**src/rtl/limit_irq_pkg.sv**
```systemverilog
package limit_irq_pkg;
  localparam int unsigned REG_W  = 8;
  localparam int unsigned NBANK  = 2;

  localparam logic [7:0] ADDR_CFG  = 8'h40;
  localparam logic [7:0] ADDR_ST0  = 8'h41;
  localparam logic [7:0] ADDR_MSK0 = 8'h43;

  localparam logic [7:0] CFG_RST   = 8'h08;
  localparam logic [7:0] CFG_STORE = 8'h0B;  // bits held in flops

  localparam int CFG_START  = 0;
  localparam int CFG_IRQ_EN = 1;
  localparam int CFG_REL    = 3;
  localparam int CFG_PULSE  = 4;
  localparam int CFG_TCLR   = 5;
  localparam int CFG_INIT   = 7;
endpackage

```
**src/rtl/limit_stat_bank.sv**
```systemverilog
module limit_stat_bank #(
  parameter int unsigned W = 8
) (
  input  logic         clk_i,
  input  logic         rst_ni,
  input  logic         init_i,
  input  logic         mon_i,
  input  logic         rd_i,
  input  logic         mask_we_i,
  input  logic [W-1:0] viol_i,
  input  logic [W-1:0] mask_wdata_i,
  output logic [W-1:0] stat_o,
  output logic [W-1:0] mask_o,
  output logic         pend_o
);
  logic [W-1:0] stat_q, mask_q, clr_bits, set_bits;

  assign clr_bits = rd_i  ? stat_q : '0;
  assign set_bits = mon_i ? viol_i : '0;

  always_ff @(posedge clk_i or negedge rst_ni) begin
    if (!rst_ni) begin
      stat_q <= '0;
      mask_q <= '0;
    end else if (init_i) begin
      stat_q <= '0;
      mask_q <= '0;
    end else begin
      stat_q <= (stat_q & ~clr_bits) | set_bits;  // set beats clear
      if (mask_we_i) mask_q <= mask_wdata_i;
    end
  end

  assign stat_o = stat_q;
  assign mask_o = mask_q;
  assign pend_o = |(stat_q & ~mask_q);

  AST_SET_RECORDED: assert property (@(posedge clk_i) disable iff (!rst_ni)
    (mon_i && !init_i) |=> ((stat_o & $past(viol_i)) == $past(viol_i)));
  AST_READ_CLEARS: assert property (@(posedge clk_i) disable iff (!rst_ni)
    (rd_i && !mon_i && !init_i) |=> (stat_o == '0));
  AST_FROZEN: assert property (@(posedge clk_i) disable iff (!rst_ni)
    (!mon_i && !rd_i && !init_i) |=> $stable(stat_o));
endmodule

```
**src/rtl/limit_pulse_gen.sv**
```systemverilog
module limit_pulse_gen #(
  parameter int unsigned LEN = 45
) (
  input  logic clk_i,
  input  logic rst_ni,
  input  logic start_i,
  input  logic abort_i,
  output logic busy_o
);
  localparam int unsigned CW = $clog2(LEN + 1);

  logic [CW-1:0] cnt_q;

  always_ff @(posedge clk_i or negedge rst_ni) begin
    if (!rst_ni)                       cnt_q <= '0;
    else if (abort_i)                  cnt_q <= '0;
    else if (start_i && cnt_q == '0)   cnt_q <= CW'(LEN);
    else if (cnt_q != '0)              cnt_q <= cnt_q - 1'b1;
  end

  assign busy_o = (cnt_q != '0);

  AST_PULSE_HOLD: assert property (@(posedge clk_i) disable iff (!rst_ni)
    (busy_o && !abort_i && cnt_q > 1) |=> busy_o);
  AST_PULSE_CAUSE: assert property (@(posedge clk_i) disable iff (!rst_ni)
    (!busy_o && !start_i) |=> !busy_o);
endmodule

```
**src/rtl/limit_irq_ctrl.sv**
```systemverilog
module limit_irq_ctrl
  import limit_irq_pkg::*;
#(
  parameter int unsigned CLK_HZ   = 100_000_000,
  parameter int unsigned PULSE_MS = 45
) (
  input  logic       clk_i,
  input  logic       rst_ni,
  input  logic [7:0] viol1_i,
  input  logic [7:0] viol2_i,
  input  logic       therm_evt_i,
  input  logic       reg_we_i,
  input  logic       reg_re_i,
  input  logic [7:0] reg_addr_i,
  input  logic [7:0] reg_wdata_i,
  output logic [7:0] reg_rdata_o,
  output logic       irq_no_o,
  output logic       therm_no_o,
  output logic       rst_pulse_no_o
);
  localparam int unsigned PULSE_CYC = CLK_HZ / 1000 * PULSE_MS;

  logic [7:0] cfg_q;
  logic       cfg_wr, init_cmd, tclr_cmd, pulse_cmd, pulse_busy;
  logic       mon, st_rd, any_pend, irq_no_q, therm_q;

  logic [NBANK-1:0][REG_W-1:0] viol_a, stat_a, mask_a;
  logic [NBANK-1:0]            pend_a, rd_a, mwe_a;

  assign viol_a[0] = viol1_i;
  assign viol_a[1] = viol2_i;

  assign cfg_wr    = reg_we_i && reg_addr_i == ADDR_CFG;
  assign init_cmd  = cfg_wr && reg_wdata_i[CFG_INIT];
  assign tclr_cmd  = cfg_wr && !reg_wdata_i[CFG_INIT] && reg_wdata_i[CFG_TCLR];
  assign pulse_cmd = cfg_wr && !reg_wdata_i[CFG_INIT] && reg_wdata_i[CFG_PULSE];
  assign mon       = cfg_q[CFG_START] && !cfg_q[CFG_REL];

  always_ff @(posedge clk_i or negedge rst_ni) begin
    if (!rst_ni)       cfg_q <= CFG_RST;
    else if (init_cmd) cfg_q <= CFG_RST;
    else if (cfg_wr)   cfg_q <= reg_wdata_i & CFG_STORE;
  end

  for (genvar b = 0; b < NBANK; b++) begin : g_bank
    localparam logic [7:0] A_ST  = ADDR_ST0 + 8'(b);
    localparam logic [7:0] A_MSK = ADDR_MSK0 + 8'(b);
    assign rd_a[b]  = reg_re_i && reg_addr_i == A_ST;
    assign mwe_a[b] = reg_we_i && reg_addr_i == A_MSK;
    limit_stat_bank #(.W(REG_W)) i_bank (
      .clk_i        (clk_i),
      .rst_ni       (rst_ni),
      .init_i       (init_cmd),
      .mon_i        (mon),
      .rd_i         (rd_a[b]),
      .mask_we_i    (mwe_a[b]),
      .viol_i       (viol_a[b]),
      .mask_wdata_i (reg_wdata_i),
      .stat_o       (stat_a[b]),
      .mask_o       (mask_a[b]),
      .pend_o       (pend_a[b])
    );
  end

  assign st_rd    = |rd_a;
  assign any_pend = |pend_a;

  // a status read opens a one-cycle gap so remaining events re-raise the line
  always_ff @(posedge clk_i or negedge rst_ni) begin
    if (!rst_ni) irq_no_q <= 1'b1;
    else         irq_no_q <= !(any_pend && cfg_q[CFG_IRQ_EN] && !cfg_q[CFG_REL] && !st_rd);
  end

  always_ff @(posedge clk_i or negedge rst_ni) begin
    if (!rst_ni)       therm_q <= 1'b0;
    else if (init_cmd) therm_q <= 1'b0;
    else               therm_q <= (therm_q && !tclr_cmd) || (therm_evt_i && mon);
  end

  limit_pulse_gen #(.LEN(PULSE_CYC)) i_pulse (
    .clk_i   (clk_i),
    .rst_ni  (rst_ni),
    .start_i (pulse_cmd),
    .abort_i (init_cmd),
    .busy_o  (pulse_busy)
  );

  always_comb begin
    reg_rdata_o = '0;
    if (reg_addr_i == ADDR_CFG) begin
      reg_rdata_o = cfg_q;
      reg_rdata_o[CFG_PULSE] = pulse_busy;
    end
    for (int b = 0; b < NBANK; b++) begin
      if (reg_addr_i == ADDR_ST0 + 8'(b))  reg_rdata_o = stat_a[b];
      if (reg_addr_i == ADDR_MSK0 + 8'(b)) reg_rdata_o = mask_a[b];
    end
  end

  assign irq_no_o       = irq_no_q;
  assign therm_no_o     = !therm_q;
  assign rst_pulse_no_o = !pulse_busy;

  AST_IRQ_GATED: assert property (@(posedge clk_i) disable iff (!rst_ni)
    (!cfg_q[CFG_IRQ_EN] || cfg_q[CFG_REL]) |=> irq_no_o);
  AST_READ_GAP: assert property (@(posedge clk_i) disable iff (!rst_ni)
    st_rd |=> irq_no_o);
  AST_INIT_DEFAULT: assert property (@(posedge clk_i) disable iff (!rst_ni)
    init_cmd |=> (cfg_q == CFG_RST && therm_no_o));
  AST_THERM_RELEASE: assert property (@(posedge clk_i) disable iff (!rst_ni)
    (tclr_cmd && !therm_evt_i) |=> therm_no_o);
endmodule

```
**config.mk**
```make
export PLATFORM = sky130hd
export DESIGN_NAME = limit_irq_ctrl
export DESIGN_NICKNAME = d
export VERILOG_FILES = /design/src/rtl/limit_irq_pkg.sv /design/src/rtl/limit_stat_bank.sv /design/src/rtl/limit_pulse_gen.sv /design/src/rtl/limit_irq_ctrl.sv
export SDC_FILE = /design/constraint.sdc
export NUM_CORES = 1
export LEC_CHECK = 0
export CAP_MARGIN = 10
export CORE_MARGIN = 8
export CORE_UTILIZATION = 40
export DETAILED_ROUTE_END_ITERATION = 7
export GPL_TIMING_DRIVEN = 0
export PLACE_DENSITY = 0.67
export SLEW_MARGIN = 0
export SYNTH_ARGS = -nofsm -noshare
export SYNTH_HDL_FRONTEND = slang
export SYNTH_SLANG_ARGS = --single-unit
```
**constraint.sdc**
```tcl
create_clock -name clk_i -period 3.57 [get_ports clk_i]
set_clock_uncertainty 0.2 [all_clocks]
set_input_delay 0.714 -clock clk_i [delete_from_list [all_inputs] [get_ports clk_i]]
set_output_delay 0.714 -clock clk_i [all_outputs]
set_load 0.01 [all_outputs]
```
=== Word level (Yosys, flattened, before mapping) ===
Index checks and enable logic that the tools add are counted.

* Memory bits (read-only): 0
* Bits in registers: 65
* Logic and storage cells: 77
* Memory bits (writable): 0
* Latch bits: 0
* Memories kept: 0

* Bitwise gates (word level): 10
* Multiply operators: 0
* Reductions and logical operators: 32
* Divide/modulo/power cells: 0
* Shift-type cells: 0
* Add/subtract/negate cells: 1
* Mux-type cells: 21
* Order comparisons: 0
* Equal/unequal tests: 5

{| class="wikitable"
|+ Operator list
! operator !! count
|-
| $mux 8 || 17
|-
| $mux 23 || 3
|-
| $eq 8x7->1 const B || 5
|-
| $and 8x8->8 || 4
|-
| $not 8->8 || 4
|-
| $logic_not 23->1 || 1
|-
| $reduce_bool 23->1 || 1
|-
| $sub 23x1->23 const B || 1
|-
| $logic_and 1x1->1 || 16
|-
| $or 8x8->8 || 2
|-
| $reduce_or 16->1 || 1
|-
| $logic_not 1->1 || 7
|-
| $reduce_bool 2->1 || 3
|-
| $reduce_bool 3->1 || 1
|-
| $reduce_or 2->1 || 1
|-
| $logic_or 1x1->1 || 1
|-
| $mux 1 || 1
|}

=== Depth between registers and ports, before layout ===
Gate-level depths: netlist of the first run.

* Word-level depth: 8
* Mapped depth: 10

=== Cells and area by module ===
A second synthesis of the first run with hierarchy kept.

* Cell total of the unflattened synthesis: 355
* Area, all modules: 3,392.0 µm²

{| class="wikitable"
|+ By module, submodules not included
! module !! instances !! cells each !! area an instance (µm²) !! seq. area each (µm²)
|-
| limit_stat_bank || 2 || 66 || 684.4 || 400.4
|-
| limit_pulse_gen || 1 || 138 || 1,293.7 || 575.6
|-
| limit_irq_ctrl || 1 || 85 || 729.4 || 127.6
|}

=== Worst setup path before layout of the first run ===
Ideal clock, no wire load.

* Path type: input -> output
* Start point: in reg_addr_i[5]
* End point: out reg_rdata_o[4]
* Slack: 0.399 ns
* Required time: 2.656 ns
* Data arrival time: 2.257 ns
* Stages: 6
* Cells stage by stage: or4b_1 -> clkbuf_1 -> nor2_1 -> nand2_1 -> o311ai_0 -> a21oi_1

* Word-level cells in the longest chain between the ends: 6
* Elaborated cells on any way between the ends: 10
* Those cells by class: 5 x eq/ne; 5 x mux

{| class="wikitable"
|+ Ends and longest elaborated chain
! what !! RTL line !! RTL
|-
| start, declared || limit_irq_ctrl.sv:14 || <nowiki>input logic [7:0] reg_addr_i,</nowiki>
|-
| $eq 8x7->1 || limit_irq_ctrl.sv:90 || <nowiki>if (reg_addr_i == ADDR_CFG) begin</nowiki>
|-
| $mux 8 || limit_irq_ctrl.sv:90 ||
|-
| $mux 8 || limit_irq_ctrl.sv:95 || <nowiki>if (reg_addr_i == ADDR_ST0 + 8'(b)) reg_rdata_o = stat_a[b];</nowiki>
|-
| $mux 8 || limit_irq_ctrl.sv:96 || <nowiki>if (reg_addr_i == ADDR_MSK0 + 8'(b)) reg_rdata_o = mask_a[b];</nowiki>
|-
| $mux 8 || limit_irq_ctrl.sv:95 ||
|-
| $mux 8 (*) || limit_irq_ctrl.sv:96 ||
|-
| end, declared || limit_irq_ctrl.sv:16 || <nowiki>output logic [7:0] reg_rdata_o,</nowiki>
|}

Mark *: on every way between the ends. The rest lies on a longest branch, timed or not.

=== Final worst setup path of the first run ===
* Start point: in reg_addr_i[2]
* End point: out reg_rdata_o[3]

Same word-level chain as after synthesis.

==> flow_summary.ini, run 1 <==
[sta]
fin_crit_ps = 3550
max_freq_mhz = 282
drv_slew = 0
setup_viol = 0
rsz0062_at_grt = true
max-slew-margin-rel = 0.542
tightest_slew_ps = 685
layout_worst_path_cycle_share = 0.994
hold_violations = 0

[hold_path]
min_path_type = in2async

[floorplanning]
die-area_mm2 = 0.0114
die_y_um = 107
coreArea_mm2 = 0.00809
start_util = 0.408
rows = 33
die_w_um = 107
ios = 48

[yosys]
yosys_warnings = 0
synthXorXnorAreaFrac = 0.0345
yosys.area.top_type = dfrtp_1
synth_nets = 399
synth-simple-area-share = 0.231
synthMuxAreaShare = 0.0470
synth_top_family_by_area = simple AND/OR/NAND/NOR gates
synth_area_leaders = dfrtp_1 (44%), nor2_1 (5.7%), a22oi_1 (4.6%)
ys.flop_type = dfrtp_1
yosysMostFrequentCell = dfrtp_1
synth_area_per_cell_um2 = 9.14
synthTopCellsByCount = dfrtp_1 (58), nor2_1 (50), nand2_1 (24), inv_1 (23), a21oi_1 (22)
ys_types = 51
synth_fa_ha_area_frac = 0.00379
ys_ff_latch = 60
synth_seq_area_share = 0.456
synth_area_mm2 = 0.00330
synth_edf_count = 0
synthCells = 361
synth_compound_area_frac = 0.171
netlist.area_leader.share = 0.440
async_flop_share = 1.00

[drt]
drt_iter0_markers = 146
firstDrtPassIters = 4
totalWireLength_um = 9880
drt-vias-per-instance = 5.58
vias = 3013
routedWlPerCell_um = 18.3
drc = 0
postRouteAntennaNets = 0

[cts]
ctsHtreeMaxLevel = 3
clk_pin_slew_ps = 70
max-clock-path-buffers = 2
clkLatencyLatePin_ps = 350
cts-root-buf = clkbuf_8
cts_tree = yes
ctsHoldBuffers = 0
numCtsBuffers = 9
clock-sinks = 60

[placed_design]
dpl.hpwl_um = 7170
portBuffers = 45
dpl_cell_area_mm2 = 0.00390
gp_congestion = 0.866

[critical_path]
endpoint_kind = output port
cp_num_buf_inv = 5
cpPeakStageDelay_ps = 640
critPathKind = in2out
cp.required_ps = 2660
crit_family = buffers and inverters
crit_path_start_kind = input pin
critPathArrivalTime_ps = 2630
path_max_fanout = 7
crit_slowest_cell = clkdlybuf4s50_1
path_cells = clkdlybuf4s50_1 -> nor2b_1 -> nor4b_4 -> buf_4 -> clkbuf_8 -> buf_4 -> a22o_1 -> buf_2
path_common_cell = buf_4

[power_and_ir_drop]
leakage_uw = 0.00184
ir_worst_vdd_mv = 0.370
power_density_mw_per_mm2 = 502
finalPower_uw = 2150

[global_routing]
grt_start_max_net_pins = 34
grt_overflow_total = 0
grt_pass1_vias = 3091
track_usage = 0.180
grt_pass1_wl_um = 16200
antenna_found_initial = 0

[flow_run]
maxCapViolCount = 0

[final_layout]
fin_nets = 468
finalInstanceArea_mm2 = 0.00428
n_antenna_cell = 0
drive_gt1_frac = 0.159
syn2layout_area_growth_pct = 29.7
fillCellCount = 766

[outcome]
status = completed
repair_timing:
| action | CTS | global route |
|---|---|---|
| gates resized for setup | 31 | 16 |
| setup endpoints to repair | 9 | 9 |
| pin swaps | 4 | 3 |
| setup buffers | 12 | 2 |
placed cells by master, fill, tap and decap left out, types with 7 or more instances in the layout:
cell / instances
a22oi_1: 20
inv_1: 23
clkbuf_8: 10
o21ai_0: 15
dfrtp_1: 58
a21oi_1: 22
xor2_1: 9
nor3_1: 9
nand4_1: 7
mux2i_1: 11
nor2_1: 49
clkbuf_1: 12
o22ai_1: 7
nand3_1: 16
clkdlybuf4s50_1: 34
buf_4: 15
nand2_1: 23
cell families (layout without fill, tap and decap cells):
logic type / count (synthesis) / in the layout
muxes: 13 / 13
adders and majority gates: 1 / 1
buffers and inverters: 42 / 116
and+or+nand+nor: 146 / 146
DFF: 60 / 60
xor gates and xnor gates: 13 / 13
AOI/OAI and AO/OA: 86 / 86
final cells by class:
class                           count  area, um^2  share of cell area
Multi-Input combinational cell    259        1660               0.388
Sequential cell                    60        1500               0.352
Timing Repair Buffer               60         534               0.125
Clock inverter                      7         139              0.0325
Tap cell                          105         131              0.0307
Clock buffer                        9         124              0.0290
Buffer                             16        92.6              0.0216
Inverter                           24        92.6              0.0216
worst reg2reg max path: stages (launching register included):
cell     delay, ps
dfrtp_1        390
or4_4          540
or4_4          510
or2_1          230
buf_4          170
o21ai_0        510
nor2_1         140
worst paths after layout:
| path | startpoint | endpoint | slack [ps] | cells past startpoint |
|---|---|---|---|---|
| min | rst_ni | g_bank[1].i_bank.mask_o[2] | 200 | 1 |
| min reg2reg | cfg_q[1] | cfg_q[1] | 320 | 2 |
| min in group clk_i | cfg_q[1] | cfg_q[1] | 320 | 2 |
| max in group asynchronous | rst_ni | cfg_q[3] | 2300 | 2 |
| max reg2reg | i_pulse.cnt_q[17] | i_pulse.cnt_q[18] | 730 | 6 |
| max | reg_addr_i[2] | reg_rdata_o[3] | 20 | 8 |
power breakdown:
part           leakage (uW)  switching, uW  internal [uW]
Clock              0.000133            289            533
Sequential         0.000751            122            793
Combinational      0.000952            208            204
routing by layer:
layer / vias up / share of wire / track usage
li1: 1447 / - / -
met1: 1442 / 0.45 / 0.230
met2: 106 / 0.48 / 0.283
met3: 18 / 0.058 / 0.0378
met4: 0 / 0.019 / 0.0894
met5: - / 0 / 0
sequential cells by signal (all words and copies together) (netlist names):
register	count
g_bank.i_bank.mask_o	16
therm_q	1
irq_no_o	1
i_pulse.cnt_q	23
cfg_q	3
g_bank.i_bank.stat_o	16
per-stage QoR:
stage                     utilization  hold slack [ps]  setup TNS (ps)  cells  setup slack [ps]
after floorplan                     -              218               0    361               399
after global placement          0.480              293          -27900    511              -855
after detailed placement        0.481              306           -5540    512              -815
after CTS                       0.527              220            -150    539             -64.9
after global routing            0.529              240           -1.55    540             -1.55
final                           0.529              202               0    540              23.2
No activity file was read; power rests on OpenSTA's default activity.
==> run 2: changes to the inputs <==
--- a/config.mk
+++ b/config.mk
@@ -6,7 +6,6 @@
 export NUM_CORES = 1
 export LEC_CHECK = 0
 export CAP_MARGIN = 10
-export CORE_MARGIN = 8
 export CORE_UTILIZATION = 40
 export DETAILED_ROUTE_END_ITERATION = 7
 export GPL_TIMING_DRIVEN = 0
==> flow_summary.ini, run 2 (synthesis gave the netlist of run 1 again) <==
[outcome]
status = completed

[drt]
wl_met1_um = 4610
drc = 0
totalWireLength_um = 9690
dr_wl_met2_um = 4250
drt-vias-per-instance = 5.72
vias = 3070
drt_iter0_markers = 199
postRouteAntennaNets = 0
firstDrtPassIters = 5
dr.max_layer_used = met4
wl_met3_um = 642
routedWlPerCell_um = 18.1

[cts]
clkLatencyLatePin_ps = 340
numCtsBuffers = 9
clock-sinks = 60
cts_tree = yes
clk_pin_slew_ps = 70
ctsHtreeMaxLevel = 3
cts-root-buf = clkbuf_8
max-clock-path-buffers = 2

[global_routing]
grt_pass1_vias = 2989
track_usage = 0.240
antenna_found_initial = 0
grt_overflow_total = 0
grt_pass1_wl_um = 15700
grt_start_max_net_pins = 35

[power_and_ir_drop]
power_density_mw_per_mm2 = 485
leakage_uw = 0.00185
finalPower_uw = 2060
ir_worst_vdd_mv = 0.271

[critical_path]
crit_path_start_kind = input pin
crit_slowest_cell = clkdlybuf4s50_1
r2r-start = i_pulse.cnt_q[17]
ff2ff_path_depth = 7
crit_path_start = reg_addr_i[2]
r2r-end = i_pulse.cnt_q[17]
cpPeakStageDelay_ps = 610
r2r_slack_ps = 760
path_cells = clkdlybuf4s50_1 -> nor2b_2 -> nor4b_4 -> buf_4 -> buf_6 -> a22oi_2 -> o31ai_2 -> buf_2
path_max_fanout = 7
critPathArrivalTime_ps = 2530
cp.required_ps = 2660
endpoint_kind = output port
endpoint = reg_rdata_o[1]
critPathKind = in2out

[placed_design]
gp_congestion = 0.936
dpl_cell_area_mm2 = 0.00389
portBuffers = 45
dpl.hpwl_um = 6920
pre_cts_ws_ps = -955

[floorplanning]
rows = 32
die_y_um = 92.8
die_w_um = 92.8
die-area_mm2 = 0.00862
coreArea_mm2 = 0.00785
start_util = 0.420
ios = 48

[sta]
hold_violations = 0
layout_worst_path_cycle_share = 0.966
finalWorstSetupSlack_ps = 122
whs_ps = 185
drv_slew = 0
setup_viol = 0
fin_crit_ps = 3450
rsz0062_at_grt = false
max-slew-margin-rel = 0.529
max_freq_mhz = 290
tightest_slew_ps = 704

[final_layout]
mostFrequentLayoutCell = dfrtp_1
finalInstanceArea_mm2 = 0.00424
syn2layout_area_growth_pct = 28.6
largest_reg_flops = 23
drive_gt1_frac = 0.143
layout_common_cells = dfrtp_1 (58), nor2_1 (49), clkdlybuf4s50_1 (31), nand2_1 (24), inv_1 (23)
fin_nets = 468
fillCellCount = 768
regMostFlops = i_pulse.cnt_q
n_antenna_cell = 0
fin_util = 0.541

[flow_run]
maxCapViolCount = 0

[hold_path]
min_path_type = in2async
run 2: cell types whose count changed in the layout (fill, tap and decap cells not counted), moves of 2 or more:
| cell | previous run | this run |
|---|---|---|
| buf_4 | 15 | 13 |
| clkbuf_2 | 4 | 0 |
| o22ai_1 | 7 | 9 |
| clkdlybuf4s50_1 | 34 | 31 |
| o22ai_2 | 2 | 0 |
| buf_6 | 1 | 3 |
| dlygate4sd2_1 | 0 | 5 |
| clkbuf_8 | 10 | 13 |
| bufinv_16 | 4 | 2 |
run 2: per-layer routing:
| layer | GRT usage | up-vias |
|---|---|---|
| met2 | 0.351 | 98 |
| li1 | - | 1445 |
| met1 | 0.354 | 1509 |
| met5 | 0 | - |
| met3 | 0.0517 | 18 |
| met4 | 0.0679 | 0 |
run 2: power by group:
part	switching [uW]	total [uW]	internal, uW
logic	206	408	202
clock network	287	735	448
registers	124	916	792
total	617	2060	1440
run 2: area by class of cell:
class | instances | area (um^2) | area share
inverters | 24 | 92.6 | 0.0218
repair buffers | 60 | 548 | 0.129
flip-flops and latches | 60 | 1500 | 0.354
plain buffers | 16 | 96.3 | 0.0227
clock buffers | 12 | 165 | 0.0389
clock inverters | 4 | 70.1 | 0.0165
multi-input cells | 259 | 1640 | 0.386
well taps | 102 | 128 | 0.0301
run 2: metrics by stage:
stage | instances | TNS (ps)
after floorplan | 361 | 0
after global placement | 508 | -28860
after detailed placement | 509 | -7560
after CTS | 537 | 0
after global routing | 537 | 0
final | 537 | 0
run 2: worst min-delay path by stage:
stage	end	slack, ps	depth (start not counted)
2_1_floorplan	cfg_q[0]	220	0
3_3_place_gp	cfg_q[1]	290	2
3_5_place_dp	cfg_q[0]	300	2
4_1_cts	i_pulse.cnt_q[19]	200	1
5_1_grt	i_pulse.cnt_q[19]	230	1
6_report	i_pulse.cnt_q[19]	190	1
run 2: timing repair:
action | 4_1_cts | 5_1_grt
buffers inserted | 14 | 0
endpoints found under the setup margin | 9 | 7
hold buffers | 0 | 0
resized for setup | 37 | 6
pin swaps | 5 | 3
run 2: critical path, delay by kind of cell:
| family | cells | cell delay (ps) |
|---|---|---|
| and+or+nand+nor | 2 | 590 |
| buffers and inverters | 4 | 1070 |
| AOI/OAI and AO/OA | 2 | 160 |
==> run 3: changes to the inputs <==
==> constraint.sdc (replaced) <==
create_clock -name clk_i -period 4.4 [get_ports clk_i]
set_clock_uncertainty 0.2 [all_clocks]
set_input_delay 0.88 -clock clk_i [delete_from_list [all_inputs] [get_ports clk_i]]
set_output_delay 0.88 -clock clk_i [all_outputs]
set_load 0.01 [all_outputs]
==> flow_summary.ini, run 3 (synthesis gave the netlist of run 1 again) <==
[outcome]
status = completed

[final_layout]
regMostFlops = i_pulse.cnt_q
multiInputGateArea_mm2 = 0.00163
n_antenna_cell = 0
drive_gt1_frac = 0.104
mostFrequentLayoutCell = dfrtp_1
largest_reg_flops = 23
fin_nets = 458
syn2layout_area_growth_pct = 26.5
seqCellArea_mm2 = 0.00150
layout_common_cells = dfrtp_1 (58), nor2_1 (49), clkdlybuf4s50_1 (43), nand2_1 (24), inv_1 (23)
fillCellCount = 768

[sta]
whs_ps = 313
rsz0062_at_grt = false
max_freq_mhz = 230
setup_viol = 0
max-slew-margin-rel = 0.521
layout_worst_path_cycle_share = 0.989
drv_slew = 0
hold_violations = 0
tightest_slew_ps = 716
fin_crit_ps = 4350

[drt]
drt-vias-per-instance = 5.73
vias = 3019
drt_iter0_markers = 196
postRouteAntennaNets = 0
drc = 0
routedWlPerCell_um = 18.0
firstDrtPassIters = 5
totalWireLength_um = 9500

[cts]
clkLatencyLatePin_ps = 340
max-clock-path-buffers = 2
clk_pin_slew_ps = 70
ctsHoldBuffers = 0
cts_tree = yes
cts-root-buf = clkbuf_8
ctsHtreeMaxLevel = 3
numCtsBuffers = 9
clock-sinks = 60

[critical_path]
critPathArrivalTime_ps = 3270
path_cells = clkdlybuf4s50_1 -> or4b_4 -> nor4b_4 -> clkbuf_8 -> a22o_1 -> clkdlybuf4s50_1
critPathKind = in2out
cp.required_ps = 3320
crit_path_start_kind = input pin
endpoint_kind = output port
cp_num_buf_inv = 3
cpPeakStageDelay_ps = 620
path_common_cell = clkdlybuf4s50_1
crit_family = buffers and inverters
path_max_fanout = 10
crit_slowest_cell = or4b_4

[placed_design]
gp_congestion = 0.936
portBuffers = 45
dpl.hpwl_um = 6920

[power_and_ir_drop]
power_density_mw_per_mm2 = 400
leakage_uw = 0.00176
ir_worst_vdd_mv = 0.222
finalPower_uw = 1670

[global_routing]
antenna_found_initial = 0
grt_start_max_net_pins = 35
grt_pass1_wl_um = 15400
grt_overflow_total = 0
grt_pass1_vias = 2929
track_usage = 0.236

[floorplanning]
coreArea_mm2 = 0.00785
start_util = 0.420
rows = 32
ios = 48
die_y_um = 92.8
die_w_um = 92.8
die-area_mm2 = 0.00862

[hold_path]
min_path_type = reg2reg

[flow_run]
maxCapViolCount = 0
==> run 3: tightest hold or removal path: cells and delay by family (launching register included) <==
kind | cells | cell delay [ps]
and+or+nand+nor | 1 | 50
AOI/OAI and AO/OA | 1 | 60
DFF | 1 | 370
==> run 3: metrics by stage <==
stage	instances	cell area, um^2	setup TNS (ps)	util	setup slack (ps)
4_1_cts	525	4160	0	0.530	81.7
6_report	527	4180	0	0.532	48.0
2_1_floorplan	361	3300	0	-	897
3_3_place_gp	508	3880	-1940	0.494	-429
3_5_place_dp	509	3890	-1840	0.496	-457
5_1_grt	527	4180	0	0.532	11.3
==> run 3: what timing repair did <==
action	CTS	global route
pin swaps	1	1
buffers inserted	1	2
setup endpoints to repair	7	1
gates resized for setup	8	0
==> run 3: final timing paths <==
| path | start | cells past startpoint | slack (ps) | end |
|---|---|---|---|---|
| max in group asynchronous | rst_ni | 2 | 2980 | cfg_q[3] |
| min in group asynchronous | rst_ni | 1 | 350 | i_pulse.cnt_q[19] |
| min reg2reg | cfg_q[1] | 2 | 310 | cfg_q[1] |
| max | reg_addr_i[5] | 6 | 50 | reg_rdata_o[3] |
| min | cfg_q[1] | 2 | 310 | cfg_q[1] |
| max reg2reg | i_pulse.cnt_q[19] | 7 | 1540 | i_pulse.cnt_q[22] |
==> run 3: area by class of cell <==
cell class,count,share of cell area
inverters,24,0.0216
flip-flops and latches,60,0.360
repair buffers,49,0.117
clock buffers,12,0.0396
multi-input cells,259,0.390
clock inverters,4,0.0168
plain buffers,17,0.0249
well taps,102,0.0306
==> run 3: metal layers <==
metal  global-route usage  vias up  wire [um]
met3               0.0525       10        639
met4               0.0679        0        120
met5                    0        -          0
met1                0.348     1491       4580
met2                0.343       92       4160
li1                     -     1426          -
==> run 3: power breakdown <==
part	switching [uW]	total, uW	internal, uW
combinational	166	330	164
clock	233	597	364
sequential	101	744	643
total	500	1670	1170
